**config.mk**
```make
export PLATFORM = sky130hd
export DESIGN_NAME = quad_dac_loader
export DESIGN_NICKNAME = d
export VERILOG_FILES = /design/src/rtl/quad_dac_loader.sv
export SDC_FILE = /design/constraint.sdc
export NUM_CORES = 1
export LEC_CHECK = 0
export BUFFER_PORTS_ARGS = -buffer_cell sky130_fd_sc_hd__buf_4
export CORE_UTILIZATION = 45
export CTS_CLUSTER_SIZE = 30
export DETAILED_ROUTE_END_ITERATION = 10
export SYNTH_ARGS = -nofsm -noshare
export SYNTH_HDL_FRONTEND = slang
export SYNTH_SLANG_ARGS = --single-unit
export TNS_END_PERCENT = 10
```
**constraint.sdc**
```tcl
create_clock -name clk -period 1.5 [get_ports clk]
set_clock_uncertainty 0.15 [all_clocks]
set_input_delay 0.15 -clock clk [delete_from_list [all_inputs] [get_ports clk]]
set_output_delay 0.15 -clock clk [all_outputs]
set_load 0.02 [all_outputs]
```
**src/rtl/quad_dac_loader.sv**
```systemverilog
module quad_dac_loader #(
  parameter int DW   = 8,
  parameter int AW   = 2,
  parameter int SYNC = 2
) (
  input  logic                 clk,
  input  logic                 rst_n,
  input  logic                 ser_in,
  input  logic                 ser_clk,
  input  logic                 wr_n,
  input  logic                 upd_n,
  output logic [(DW<<AW)-1:0]  dac_q,
  output logic                 ser_out
);
  localparam int NCH = 1 << AW;
  localparam int FW  = AW + DW;

  logic [SYNC-1:0] din_s, sck_s, wr_s, upd_s;
  logic            sck_d;
  logic [FW-1:0]   sh;
  logic [NCH-1:0][DW-1:0] in_q, dac_r;

  wire din_q    = din_s[SYNC-1];
  wire sck_q    = sck_s[SYNC-1];
  wire wr_q     = wr_s[SYNC-1];
  wire upd_q    = upd_s[SYNC-1];
  wire sck_fall = sck_d & ~sck_q;
  wire [AW-1:0] addr = sh[FW-1 -: AW];

  always_ff @(posedge clk) begin
    if (!rst_n) begin
      din_s <= '0;
      sck_s <= '0;
      wr_s  <= '0;
      upd_s <= '0;
      sck_d <= 1'b0;
      sh    <= '0;
      in_q  <= '0;
      dac_r <= '0;
    end else begin
      din_s <= {din_s[SYNC-2:0], ser_in};
      sck_s <= {sck_s[SYNC-2:0], ser_clk};
      wr_s  <= {wr_s[SYNC-2:0], wr_n};
      upd_s <= {upd_s[SYNC-2:0], upd_n};
      sck_d <= sck_q;
      if (sck_fall) sh <= {sh[FW-2:0], din_q};
      if (!wr_q) in_q[addr] <= sh[DW-1:0];
      if (!upd_q) dac_r <= in_q;
    end
  end

  assign dac_q   = dac_r;
  assign ser_out = sh[FW-1];
endmodule


```
=== Word level (Yosys, flattened, before mapping) ===
Index checks and enable logic that the tools add are counted.

* Register bits after elaboration: 83
* Bits of input ports: 6
* Output and inout bits: 33

* Order comparisons: 2
* Multiplexer cells: 3
* Bitwise operators: 2
* Reduce and logical (&&, ||, !) cells: 1

{| class="wikitable"
|+ Operators by type and width
! kind !! number
|-
| 32-bit bitwise mux || 1
|-
| 8-bit demux with 2-bit select || 1
|-
| 8-bit two-way mux || 1
|-
| 2-bit by 3-bit < comparator with 1-bit output (second input constant) || 1
|-
| 2-bit by 1-bit >= comparator with 1-bit output (second input constant) || 1
|-
| 1-bit AND || 1
|-
| 1-bit logical AND || 1
|-
| 1-bit inverter || 1
|}

=== Depth between registers and ports, before layout ===
* Depth after elaboration: 5
* Gate-level depth with buffers: 5
* Mapped depth without buffers: 3

=== Worst setup path before layout ===
OpenSTA, ideal clock, no wires.

* Path kind: reg-to-reg
* From: register sh[9]
* To: register in_q[21] (netlist name)
* Library setup time: 0.118 ns
* Arrival time: 1.259 ns
* Required time: 1.232 ns
* Slack: -0.027 ns
* Cell stages (with the launch flop): 6
* Path buffers: 2
* Path through: dfxtp_1 > or3b_1 > buf_2 > buf_6 > nand3_1 > o21ai_2

* Word-level cells in the longest chain between the ends: 5
* Elaborated cells between the ends (all ways): 6
* Classes of those cells: 2 x order compare; 3 x mux; 1 x reduce/logical

{| class="wikitable"
|+ RTL lines
! item !! RTL line !! text
|-
| start, declared || 20 || <nowiki>logic [FW-1:0] sh;</nowiki>
|-
| start signal, assigned || 46 || <nowiki>if (sck_fall) sh <= {sh[FW-2:0], din_q};</nowiki>
|-
| 2-bit by 3-bit < comparator with 1-bit output (not written as such) or 2-bit by 1-bit >= comparator with 1-bit output (tied branches) || 47 || <nowiki>if (!wr_q) in_q[addr] <= sh[DW-1:0];</nowiki>
|-
| 1-bit logical AND (not written as such) || 47 ||
|-
| 8-bit two-way mux (not written as such) || 47 ||
|-
| 8-bit demux with 2-bit select (*) || 47 ||
|-
| 32-bit bitwise mux (*) || 47 ||
|-
| end signal, assigned by index || 47 ||
|-
| end, declared || 21 || <nowiki>logic [NCH-1:0][DW-1:0] in_q, dac_r;</nowiki>
|}

Every way passes the cells marked *; elsewhere a longest branch is shown, timed or not.
A chain may end at the register's enable or synchronous reset.

=== Worst setup path in the final report ===
* From: register sh[8]
* To: register in_q[12] (netlist name)

The elaborated chain is that of the path after synthesis.

==> out/metrics.yaml <==
worstPathMaxFanout: 16
crit_type: "flop to flop"
post-dp-hpwl_um: 3530
clkPwrFrac_pct: 44.6
grt_pass1_wl_um: 8960
core_um2: 6420
yosysSeqAreaShare_pct: 55.1
power_leakage_uw: 0.00135
seqCellArea_um2: 1660
final_cells: 410
ioPinCount: 39
pwr-share-comb_pct: 3.0
grt_max_degree: 28
stdcell_area_um2: 3660
layout.cells.most_common: "dfxtp_1"
yosys.area_share.xor_xnor_pct: 0
post-route-min-period_ps: 1400
routed-via-count: 1995
swShare_pct: 19.2
fmax_mhz: 715
intPower_uw: 3420
layout_common_cells: "dfxtp_1 (81), buf_4 (47), nor2b_1 (33)"
cts.clk_slew.worst_paths_ps: 80
clk_latency_ps: 340
grt-ovfl-total: 0
tightest_slew_ps: 377
slowest_stage: "dfxtp_1"
dp_cells: 390
place_congestion: 0.711
cts_tree: "yes"
die_height_um: 83.9
max_cap_violations: 0
clock_path_buffers: 2
drtAntennaViolNets: 0
crit_chain: "or3b_1 > buf_4 > nand3_1 > o21ai_2"
synthCells: 287
cp_data_arrival_time_ps: 1480
wl_per_cell_um: 13.1
dr.pass1.iters: 7
area_delta_synth_final_pct: 21.2
htreeDepth: 3
numCtsBuffers: 9
chipWidth_um: 83.9
grt_pass1_vias: 1839
dp_slack_ps: 32.8
relSlewSlack_pct: 74.9
post_dp_cell_area_um2: 3370
synth.area.mux_share_pct: 10.6
synth-compound-area-share_pct: 10.8
grt_usage_pct: 16.8
timing_hold_violations_final: 0
drc_errors: 10
die_area_um2: 7040
slowest_delay_ps: 400
power_switching_uw: 812
crit_path_end_kind: "flop"
yosys_warnings: 0
final-max-slew-violation-count: 0
synthSimpleGateAreaFrac_pct: 19.1
worstPathRequired_ps: 1580
antenna_cells: 0
status: "finished, violations left"
cp-start-kind: "flop"
ys_seq_elements: 83
synth_top_family_by_area: "simple AND/OR/NAND/NOR gates"
drive_gt1_share_pct: 27.9
portBuffers: 38
nNetsFinal: 334
drt-initial-drc-count: 70
setup_viol: 0
postSynthAreaPerCell_um2: 10.5
synth_cell_types: 20
cts.sinks: 83
tns_ps: 0
period_share_pct: 93.2
start_util_pct: 47.0
cts-root-buf: "clkbuf_8"
nFillCells: 591
wl_um: 5360
rsz0062_at_grt: "no"
failed_checks: "design-rule violations"
worst_slack_ps: 102
power.density_nw_per_um2: 1160
ir_worst_vdd_uv: 766
sequentialPowerShare_pct: 52.4
synthAdderAreaFrac_pct: 0
synth_nets: 293
p_total_uw: 4230
rows: 29
syn_area_um2: 3020
antenna_found_initial: 0
multi_input_area_um2: 1220
via_per_inst: 4.87
hold_class: "input port to flop"
## path summary, 6_finish.rpt
check,from,end,slack (ps),depth (start not counted)
max,sh[8]$_SDFFE_PN0P_,in_q[12]$_SDFFE_PN0P_,100,4
min,rst_n,sh[0]$_SDFFE_PN0P_,30,2
max reg2reg,sh[8]$_SDFFE_PN0P_,in_q[12]$_SDFFE_PN0P_,100,4
min reg2reg,din_s[0]$_SDFF_PN0_,din_s[1]$_SDFF_PN0_,290,1
## cell type report
type / instances / area share (%)
Sequential cell: 83 / 45.5
Tap cell: 77 / 2.63
Clock inverter: 5 / 2.74
Clock buffer: 11 / 3.86
Timing Repair Buffer: 53 / 11.8
Multi-Input combinational cell: 181 / 33.4
## layer usage
metal  track usage [%]  share of wire [%]
met3              5.64                4.0
met2              26.9                 46
met4              6.58                1.5
met5                 0                  0
met1              20.7                 49
## synth_stat cells
cell type	instances	share of area, %
nand3b_1	1	0.25
buf_12	1	0.66
o21ai_0	8	1.3
a21boi_0	10	2.5
clkbuf_2	1	0.17
buf_6	3	1.1
clkbuf_1	8	1.0
or3_1	1	0.21
o21ai_2	24	7.0
buf_2	7	1.2
nand2b_1	1	0.21
nor2b_1	33	6.8
nand3_1	30	5.0
dfxtp_1	83	55
buf_1	3	0.37
mux2i_1	32	11
and2_1	9	1.9
nand3_2	2	0.66
nand2_1	28	3.5
or3b_1	2	0.58
## power groups by stage
stage / registers (uW) / logic, uW / clock network, uW
6_report: 2220 / 128 / 1890
5_1_grt: 2220 / 137 / 2040
4_1_cts: 2220 / 129 / 1940
3_5_place_dp: 2270 / 120 / 0
3_3_place_gp: 2270 / 121 / 0
2_1_floorplan: 2270 / 89.3 / 0
## flip-flops by register name, indices dropped and copies added (netlist names)
name,count
dac_q,32
in_q,32
sh,10
din_s,2
sck_s,2
upd_s,2
wr_s,2
sck_d,1
## what timing repair did
item / 4_1_cts / 5_1_grt
buffers inserted: 0 / 0
hold endpoints to repair: 4 / 0
gates resized for setup: 0 / 1
hold buffers: 4 / 0
setup endpoints to repair: 0 / 6
## metrics by stage
stage               hold WS, ps  util [%]
CTS                        18.2      56.9
detailed placement          212      52.5
floorplan                   127         -
global route               23.6      57.0
finish                     27.5      57.0
global placement            208      52.5
## kinds of logic (layout without fill, tap and decap cells)
| group | count (synthesis) | after routing |
|---|---|---|
| DFF | 83 | 83 |
| AOI/OAI and AO/OA | 42 | 42 |
| and+or+nand+nor | 107 | 107 |
| muxes | 32 | 32 |
| buffers and inverters | 23 | 69 |
## worst max-delay path: cells and delay by family, from the launching register on
family	cells	cell delay, ps
buffers and inverters	1	210
AO/OA/AOI/OAI	1	50
AND/OR/NAND/NOR	2	470
flip-flops	1	400
No activity file was read; power rests on OpenSTA's default activity.
